## config.mk

```make
export PLATFORM = sky130hd
export DESIGN_NAME = seq_muldiv
export DESIGN_NICKNAME = d
export VERILOG_FILES = /design/src/rtl/muldiv_pkg.sv /design/src/rtl/muldiv_prep.sv /design/src/rtl/muldiv_mul_step.sv /design/src/rtl/muldiv_div_step.sv /design/src/rtl/muldiv_fix.sv /design/src/rtl/seq_muldiv.sv
export SDC_FILE = /design/constraint.sdc
export NUM_CORES = 1
export LEC_CHECK = 0
export BUFFER_PORTS_ARGS = -buffer_cell sky130_fd_sc_hd__buf_2
export CAP_MARGIN = 30
export CORE_MARGIN = 1
export CORE_UTILIZATION = 25
export CTS_CLUSTER_DIAMETER = 30
export DETAILED_ROUTE_END_ITERATION = 6
export PLACE_DENSITY = 0.39
export SYNTH_ARGS = -nofsm -noshare
export SYNTH_HDL_FRONTEND = slang
export SYNTH_SLANG_ARGS = --single-unit
export TNS_END_PERCENT = 20
```

## constraint.sdc

```tcl
create_clock -name clk -period 6.4 [get_ports clk]
set_clock_uncertainty 0.15 [all_clocks]
set_input_delay 0.64 -clock clk [delete_from_list [all_inputs] [get_ports clk]]
set_output_delay 0.64 -clock clk [all_outputs]
set_load 0.02 [all_outputs]
```

## src/rtl/muldiv_pkg.sv

```systemverilog
package muldiv_pkg;
   typedef enum logic [1:0] {
      OP_MUL_S = 2'b00,
      OP_MUL_U = 2'b01,
      OP_DIV_S = 2'b10,
      OP_DIV_U = 2'b11
   } md_op_e;

   function automatic logic op_is_div(input logic [1:0] op);
      return op[1];
   endfunction

   function automatic logic op_is_signed(input logic [1:0] op);
      return ~op[0];
   endfunction
endpackage

```

## src/rtl/muldiv_prep.sv

```systemverilog
module muldiv_prep #(
   parameter int W = 32
) (
   input  logic [1:0]   op,
   input  logic [W-1:0] a,
   input  logic [W-1:0] b,
   output logic [W-1:0] mag_a,
   output logic [W-1:0] mag_b,
   output logic         sgn_op,
   output logic         a_neg,
   output logic         signs_differ,
   output logic         b_zero
);
   import muldiv_pkg::*;

   logic a_msb_neg, b_msb_neg;

   assign sgn_op    = op_is_signed(op);
   assign a_msb_neg = sgn_op & a[W-1];
   assign b_msb_neg = sgn_op & b[W-1];

   always_comb begin
      mag_a = a_msb_neg ? (~a + 1'b1) : a;
      mag_b = b_msb_neg ? (~b + 1'b1) : b;
   end

   assign a_neg        = a_msb_neg;
   assign signs_differ = a_msb_neg ^ b_msb_neg;
   assign b_zero       = (b == '0);
endmodule

```

## src/rtl/muldiv_mul_step.sv

```systemverilog
module muldiv_mul_step #(
   parameter int W = 32
) (
   input  logic [2*W-1:0] work,
   input  logic [W-1:0]   mcand,
   output logic [2*W-1:0] work_nx
);
   logic [W:0] upper_sum;

   always_comb begin
      if (work[0]) upper_sum = {1'b0, work[2*W-1:W]} + {1'b0, mcand};
      else         upper_sum = {1'b0, work[2*W-1:W]};
      work_nx = {upper_sum, work[W-1:1]};
   end
endmodule

```

## src/rtl/muldiv_div_step.sv

```systemverilog
module muldiv_div_step #(
   parameter int W = 32
) (
   input  logic [2*W-1:0] work,
   input  logic [W-1:0]   divisor,
   output logic [2*W-1:0] work_nx
);
   logic [W:0]   shifted;
   logic [W+1:0] trial;
   logic         qbit;

   always_comb begin
      shifted = {work[2*W-1:W], work[W-1]};
      trial   = {1'b0, shifted} - {2'b00, divisor};
      qbit    = ~trial[W+1];
      if (qbit) work_nx = {trial[W-1:0],   work[W-2:0], 1'b1};
      else      work_nx = {shifted[W-1:0], work[W-2:0], 1'b0};
   end
endmodule

```

## src/rtl/muldiv_fix.sv

```systemverilog
module muldiv_fix #(
   parameter int W = 32
) (
   input  logic [2*W-1:0] work,
   input  logic           is_div,
   input  logic           sgn_op,
   input  logic           a_neg,
   input  logic           signs_differ,
   input  logic           b_zero,
   output logic [W-1:0]   hi,
   output logic [W-1:0]   lo
);
   logic [2*W-1:0] prod;
   logic [W-1:0]   quot, rem;

   always_comb begin
      prod = (sgn_op && signs_differ) ? (~work + 1'b1) : work;
      quot = (sgn_op && signs_differ && !b_zero) ? (~work[W-1:0] + 1'b1) : work[W-1:0];
      rem  = (sgn_op && a_neg) ? (~work[2*W-1:W] + 1'b1) : work[2*W-1:W];
      if (is_div) begin
         hi = rem;
         lo = quot;
      end else begin
         hi = prod[2*W-1:W];
         lo = prod[W-1:0];
      end
   end
endmodule

```

## src/rtl/seq_muldiv.sv

```systemverilog
module seq_muldiv #(
   parameter int W = 32
) (
   input  logic         clk,
   input  logic         rst_n,
   input  logic         start_i,
   input  logic [1:0]   op_i,
   input  logic [W-1:0] a_i,
   input  logic [W-1:0] b_i,
   output logic         busy_o,
   output logic         done_o,
   output logic [W-1:0] hi_o,
   output logic [W-1:0] lo_o
);
   import muldiv_pkg::*;

   localparam int CNT_W = (W > 1) ? $clog2(W) : 1;
   localparam logic [CNT_W-1:0] LAST = CNT_W'(W - 1);

   if (W < 2) begin : g_bad_width
      $error("seq_muldiv: W must be at least 2");
   end

   logic [W-1:0]   mag_a, mag_b;
   logic           p_sgn, p_aneg, p_diff, p_bzero;

   logic           busy_q, done_q, div_q, sgn_q, aneg_q, diff_q, bzero_q;
   logic [CNT_W-1:0] cnt_q;
   logic [W-1:0]   opnd_q, hi_q, lo_q;
   logic [2*W-1:0] work_q, mul_nx, div_nx, step_nx;
   logic [W-1:0]   fix_hi, fix_lo;
   logic           accept, last;

   muldiv_prep #(.W(W)) u_prep (
      .op(op_i), .a(a_i), .b(b_i),
      .mag_a(mag_a), .mag_b(mag_b),
      .sgn_op(p_sgn), .a_neg(p_aneg),
      .signs_differ(p_diff), .b_zero(p_bzero)
   );

   muldiv_mul_step #(.W(W)) u_mul (
      .work(work_q), .mcand(opnd_q), .work_nx(mul_nx)
   );

   muldiv_div_step #(.W(W)) u_div (
      .work(work_q), .divisor(opnd_q), .work_nx(div_nx)
   );

   assign step_nx = div_q ? div_nx : mul_nx;

   muldiv_fix #(.W(W)) u_fix (
      .work(step_nx), .is_div(div_q), .sgn_op(sgn_q),
      .a_neg(aneg_q), .signs_differ(diff_q), .b_zero(bzero_q),
      .hi(fix_hi), .lo(fix_lo)
   );

   assign accept = start_i && !busy_q;
   assign last   = (cnt_q == LAST);

   always_ff @(posedge clk or negedge rst_n) begin
      if (!rst_n) begin
         busy_q  <= 1'b0;
         done_q  <= 1'b0;
         cnt_q   <= '0;
         div_q   <= 1'b0;
         sgn_q   <= 1'b0;
         aneg_q  <= 1'b0;
         diff_q  <= 1'b0;
         bzero_q <= 1'b0;
         opnd_q  <= '0;
         work_q  <= '0;
         hi_q    <= '0;
         lo_q    <= '0;
      end else begin
         done_q <= 1'b0;
         if (accept) begin
            busy_q  <= 1'b1;
            cnt_q   <= '0;
            div_q   <= op_is_div(op_i);
            sgn_q   <= p_sgn;
            aneg_q  <= p_aneg;
            diff_q  <= p_diff;
            bzero_q <= p_bzero;
            opnd_q  <= op_is_div(op_i) ? mag_b : mag_a;
            work_q  <= {{W{1'b0}}, (op_is_div(op_i) ? mag_a : mag_b)};
         end else if (busy_q) begin
            work_q <= step_nx;
            cnt_q  <= cnt_q + 1'b1;
            if (last) begin
               busy_q <= 1'b0;
               done_q <= 1'b1;
               hi_q   <= fix_hi;
               lo_q   <= fix_lo;
            end
         end
      end
   end

   assign busy_o = busy_q;
   assign done_o = done_q;
   assign hi_o   = hi_q;
   assign lo_o   = lo_q;

   // completion pulse only right after a busy cycle, and only one cycle long
   a_r6_done_after_busy: assert property (@(posedge clk) disable iff (!rst_n)
      done_q |-> $past(busy_q));
   a_r6_done_single: assert property (@(posedge clk) disable iff (!rst_n)
      done_q |=> !done_q);
   a_r6_count_starts_zero: assert property (@(posedge clk) disable iff (!rst_n)
      $rose(busy_q) |-> cnt_q == '0);
   // operation in flight keeps running with its operand
   a_r7_no_restart: assert property (@(posedge clk) disable iff (!rst_n)
      (busy_q && !last) |=> (busy_q && $stable(opnd_q)));
   // results move only on completion
   a_r8_hold_results: assert property (@(posedge clk) disable iff (!rst_n)
      !done_q |-> ($stable(hi_q) && $stable(lo_q)));
   // partial remainder stays below a nonzero divisor
   a_r3_rem_bound: assert property (@(posedge clk) disable iff (!rst_n)
      (busy_q && div_q && opnd_q != '0) |-> (work_q[2*W-1:W] < opnd_q));
   // zero divisor yields an all-ones quotient
   a_r5_div_zero_quot: assert property (@(posedge clk) disable iff (!rst_n)
      (done_q && div_q && bzero_q) |-> (lo_q == '1));
endmodule

```

==> results of run 1 <==
state kept, by name, summed over array words and instances, names as in the netlist:
signal   cells
diff_q       1
sgn_q        1
bzero_q      1
busy_o       1
hi_o        32
aneg_q       1
lo_o        32
done_o       1
cnt_q        5
work_q      64
opnd_q      32
div_q        1
cells in the final DEF, fill, tap and decap left out, types with 11 or more instances in the layout:
master	instances
xor2_1	77
buf_2	133
and3_1	21
or3_1	23
nand2_1	281
and2_1	15
a21o_1	21
xnor2_1	88
o21a_1	12
nor4_1	19
nand2b_1	40
a31oi_1	33
mux2i_1	52
nor3_1	60
buf_4	49
a211oi_1	59
o31ai_1	19
nand3b_1	12
dfrtp_1	170
clkbuf_16	17
o21ai_0	271
nand4_1	21
inv_1	61
nor2_1	171
a21boi_0	11
nand3_1	39
nor2b_1	50
mux2_2	12
o211ai_1	32
a21oi_1	216
a311oi_1	12
ha_1	70
worst max-delay path: stages, from the launching register on:
cell and delay (ns):
dfrtp_1 0.39, inv_1 0.05, ha_1 0.37, a21oi_1 0.22, o21ai_0 0.23, nor2b_1 0.26
o31ai_2 0.24, buf_4 0.19, nand3_1 0.26, o21ai_0 0.30, ha_1 0.29, nand2_1 0.09
nor2_1 0.19, o211ai_1 0.19, nand2b_1 0.31, o31ai_1 0.38, buf_4 0.23, nand2b_1 0.13
a31oi_1 0.12, nor4b_1 0.65, a31oi_1 0.20, xnor2_1 0.18, o21ai_0 0.09
layer usage:
layer  track usage (%)  up-vias
met5                 0        -
met4              7.37        4
met3              2.75      104
met2              37.2      455
met1              28.2     8622
li1                  -     8458
synth_stat cells, drive strengths merged, types with 9 or more instances:
master  number
nand3b      12
and3        21
nor2       171
o31ai       20
a21oi      216
nand4       21
o21a        12
nand2b      40
ha          70
inv         61
nor3b        9
or2          9
nor4        22
o21bai       9
a211oi      60
xnor2       88
or3         24
mux2i       52
mux2        12
and2        16
nand2      283
a31oi       33
nor3        61
buf         41
xor2        77
o21ai      274
a21o        21
o211ai      32
a22oi        9
nand3       39
clkbuf     124
nor2b       50
a311oi      13
a21boi      11
dfrtp      172
cell type report:
class / count / area, um^2 / share of cell area [%]
multi-input combinational: 1910 / 11900 / 61.8
sequential: 172 / 4310 / 22.4
timing repair buffer: 187 / 1120 / 5.81
tap: 873 / 1090 / 5.67
clock buffer: 18 / 439 / 2.28
inverter: 63 / 236 / 1.23
clock inverter: 14 / 154 / 0.799
antenna: 4 / 10.0 / 0.0520
cells by family after synthesis:
| kind of cell | share of synthesized area [%] |
|---|---|
| AND/OR/NAND/NOR | 23.1 |
| AO/OA/AOI/OAI | 28.8 |
| buffers and inverters | 5.23 |
| flip-flops | 25.2 |
| XOR/XNOR | 8.46 |
| adder cells (fa/ha/maj) | 5.36 |
| multiplexers | 3.84 |
per-stage QoR:
step / hold slack, ns / util [%] / instances / worst slack (ns) / instance area [um^2]
after floorplan: 0.194 / - / 2310 / 1.02 / 17100
final: -0.0121 / 28.6 / 3241 / 0.533 / 19300
after global routing: 0.0325 / 28.6 / 3240 / 0.165 / 19300
after detailed placement: 0.316 / 27.6 / 3204 / 0.635 / 18600
after CTS: 0.00349 / 28.5 / 3236 / 0.634 / 19200
after global placement: 0.312 / 27.6 / 3202 / 0.583 / 18600
path summary, 6_finish.rpt:
kind / slack [ns] / startpoint / endpoint
max: 0.53 / opnd_q[6] / hi_o[28]
min: -0.01 / rst_n / work_q[54]
max reg2reg: 0.53 / opnd_q[6] / hi_o[28]
min reg2reg: 0.33 / lo_o[16] / lo_o[16]
max in group asynchronous: 5.00 / rst_n / work_q[34]
min in group clk: 0.31 / op_i[0] / diff_q
==> flow_metrics.env, run 1 <==
export IMPL_netlist_instances=2310
export IMPL_yosysTopAreaCell="dfrtp_1"
export IMPL_netlist_area_leader_share_pct=25.2
export IMPL_n_fill_cell=7406
export IMPL_antenna_found_initial=8
export IMPL_dieArea_mm2=0.0694
export IMPL_grt_first_pass_wirelength_mm=113
export IMPL_finalHoldViolations=7
export IMPL_synth_area_mm2=0.0171
export IMPL_arrival_ns=6.08
export IMPL_tightest_slew_ns=1.03
export IMPL_max_freq_mhz=170
export IMPL_violations="negative hold slack"
export IMPL_synth_edf_count=0
export IMPL_grt_pass1_vias=17300
export IMPL_drtAntennaViolNets=0
export IMPL_post_cts_buffers=0
export IMPL_drive_above_1_share_pct=11.1
export IMPL_ys_async_sr_fraction_pct=100
export IMPL_vias_per_cell=5.44
export IMPL_core_mm2=0.0674
export IMPL_drtPass1Iterations=5
export IMPL_criticalPathCategory="reg2reg"
export IMPL_top_layer="met5"
export IMPL_clk_latency_ns=0.51
export IMPL_area_growth_pct=12.7
export IMPL_detail_route_wl_per_cell_um=23.4
export IMPL_clk_pin_slew_worst_paths_ns=0.08
export IMPL_pin_count=135
export IMPL_globalRouteTotalUtil_pct=21.8
export IMPL_num_vias=17600
export IMPL_die_h_um=263
export IMPL_timing_final_crit_share_pct=91.7
export IMPL_ys_seq_area_share_pct=25.2
export IMPL_startpoint_type="flop"
export IMPL_cts_sinks=172
export IMPL_yosysWarnings=0
export IMPL_drc_errors=0
export IMPL_rsz0062_at_grt="no"
export IMPL_dominantRegCellSynth="dfrtp_1"
export IMPL_cts_max_level=4
export IMPL_clock_path_buffers=2
export IMPL_io_buffer_count=134
export IMPL_slew_headroom_pct=30.3
export IMPL_drtIter0Drc=1219
export IMPL_hold_worst_slack_ns=-0.0121
export IMPL_synth_distinct_cells=88
export IMPL_cts_tree="built"
export IMPL_maxCapViolations=0
export IMPL_rows=95
export IMPL_final_max_slew_viol_count=0
export IMPL_setup_tns_ns=0
export IMPL_cts_root_buf="clkbuf_16"
export IMPL_fin_nets=2492
export IMPL_grt_ovfl_total=0
export IMPL_status="finished with violations"
export IMPL_cp_max_fo=8
export IMPL_grt_max_degree=118
export IMPL_post_dp_hpwl_mm=59.4
export IMPL_met1Wirelength_mm=34.0
export IMPL_syn_nets=2451
export IMPL_globalplace_congestion=0.909
export IMPL_layout_min_cycle_time_ns=5.87
export IMPL_hold_buffers=0
export IMPL_ys_seq_elements=172
export IMPL_setup_viol=0
export IMPL_synth_area_leaders="dfrtp_1 (25%), o21ai_0 (7.9%), a21oi_1 (6.3%)"
export IMPL_crit_path_end_kind="flop"
export IMPL_wl_met3_mm=3.06
export IMPL_hold_path_class="in2async"
export IMPL_critPathRequiredTime_ns=6.62
export IMPL_cts_made_buffers=17
export IMPL_start_util_pct=25.3
export IMPL_reg2regPathDepth=22
export IMPL_finalWirelength_mm=76.0
export IMPL_ctsResizeCount=0
export IMPL_die_width_um=263
export IMPL_wl_met2_mm=36.7
export IMPL_syn_area_per_cell_um2=7.39
Power of run 1 is not shown: default switching activity piles up to over one toggle a cycle in this logic, so the estimate is an artifact.
==> inputs of run 2 (changes only) <==
Settings changed: BUFFER_PORTS_ARGS -buffer_cell sky130_fd_sc_hd__buf_2 to -buffer_cell sky130_fd_sc_hd__clkbuf_2.
==> flow_metrics.env, run 2 (synthesized netlist as in run 1, its figures left out) <==
export IMPL_status="finished with violations"
export IMPL_violations="negative hold slack"
export IMPL_hold_path_class="in2async"
export IMPL_io_buffer_count=134
export IMPL_grt_pass1_vias=17000
export IMPL_postLayoutCoreUtil_pct=28.6
export IMPL_antenna_found_initial=2
export IMPL_grt_ovfl_total=0
export IMPL_clk_latency_ns=0.51
export IMPL_cts_sinks=172
export IMPL_drive_above_1_share_pct=11.0
export IMPL_mostFrequentLayoutCells="nand2_1 (281), o21ai_0 (271), a21oi_1 (216)"
export IMPL_arrival_ns=6.00
export IMPL_area_growth_pct=12.8
export IMPL_finalWirelength_mm=75.4
export IMPL_cts_max_level=4
export IMPL_final_max_slew_viol_count=0
export IMPL_clk_pin_slew_worst_paths_ns=0.07
export IMPL_vias_per_cell=5.40
export IMPL_die_h_um=263
export IMPL_largest_register="work_q"
export IMPL_grt_max_degree=118
export IMPL_core_mm2=0.0674
export IMPL_rsz0062_at_grt="no"
export IMPL_grt_first_pass_wirelength_mm=112
export IMPL_layout_min_cycle_time_ns=5.79
export IMPL_tightest_slew_ns=1.01
export IMPL_critPathRequiredTime_ns=6.61
export IMPL_cts_made_buffers=17
export IMPL_hold_buffers=0
export IMPL_globalRouteTotalUtil_pct=21.6
export IMPL_rows=95
export IMPL_maxCapViolations=0
export IMPL_post_cts_buffers=0
export IMPL_ctsResizeCount=0
export IMPL_crit_path_end_kind="flop"
export IMPL_pin_count=135
export IMPL_cts_tree="built"
export IMPL_cp_max_fo=19
export IMPL_final_common_cell="nand2_1"
export IMPL_drtPass1Iterations=7
export IMPL_fin_nets=2491
export IMPL_drtIter0Drc=1136
export IMPL_setup_viol=0
export IMPL_criticalPathCategory="reg2reg"
export IMPL_pre_cts_slack_ns=0.743
export IMPL_timing_final_crit_share_pct=90.4
export IMPL_clock_path_buffers=2
export IMPL_die_width_um=263
export IMPL_drtAntennaViolNets=0
export IMPL_detail_route_wl_per_cell_um=23.3
export IMPL_globalplace_congestion=0.913
export IMPL_start_util_pct=25.3
export IMPL_fin_ws_ns=0.613
export IMPL_setup_tns_ns=0
export IMPL_finalHoldViolations=2
export IMPL_post_dp_hpwl_mm=59.1
export IMPL_cts_root_buf="clkbuf_16"
export IMPL_slew_headroom_pct=32.0
export IMPL_dieArea_mm2=0.0694
export IMPL_hold_worst_slack_ns=-0.00553
export IMPL_drc_errors=0
export IMPL_startpoint_type="flop"
export IMPL_largest_reg_flops=64
export IMPL_max_freq_mhz=173
export IMPL_num_vias=17500
[run 2: final timing paths]
path                       startpoint          to  slack [ns]  depth (start not counted)
setup / recovery            opnd_q[1]    hi_o[26]        0.61                         19
hold / removal                  rst_n  work_q[56]      -0.006                          1
setup reg to reg            opnd_q[1]    hi_o[26]        0.61                         19
hold reg to reg              hi_o[26]    hi_o[26]        0.33                          2
max in group asynchronous       rst_n     lo_o[8]        5.05                          2
min in group clk              op_i[0]      diff_q        0.32                          2
[run 2: metal layers]
layer / up-vias / routed length (um) / global-route usage (%)
met3: 83 / 2930 / 2.68
met2: 434 / 36700 / 37.1
met5: - / 0 / 0
li1: 8466 / - / -
met1: 8497 / 33500 / 27.7
met4: 0 / 2320 / 7.76
[run 2: worst max-delay path, cell delays in order, from the launching register on]
cell and delay, ns:
dfrtp_1 0.42, inv_1 0.10, ha_1 0.28, nor2b_1 0.23, o2111ai_1 0.19, a211oi_1 0.63
o31ai_2 0.15, buf_4 0.27, nand2_1 0.33, buf_4 0.26, a21oi_1 0.14, a21oi_1 0.23
ha_1 0.41, nand4_1 0.12, nor4_1 0.62, nand3_1 0.27, a2bb2oi_1 0.33, a31oi_1 0.23
xnor2_1 0.20, o21ai_0 0.08
[run 2: area by class of cell]
type                       count  area [um^2]
sequential                   172         4310
multi-input combinational   1910        11900
antenna                        1         2.50
inverter                      63          236
fill                        7401        48100
clock buffer                  17          425
timing repair buffer         186         1100
tap                          873         1090
clock inverter                15          199
[run 2: per-stage QoR]
step / hold WS [ns] / instances / cell area [um^2]
final: -0.00553 / 3237 / 19300
after global routing: 0.0434 / 3236 / 19300
after CTS: 0.00318 / 3235 / 19200
after detailed placement: 0.322 / 3203 / 18600
after global placement: 0.318 / 3202 / 18600
after floorplan: 0.194 / 2310 / 17100
Power of run 2 is left out for the same reason.
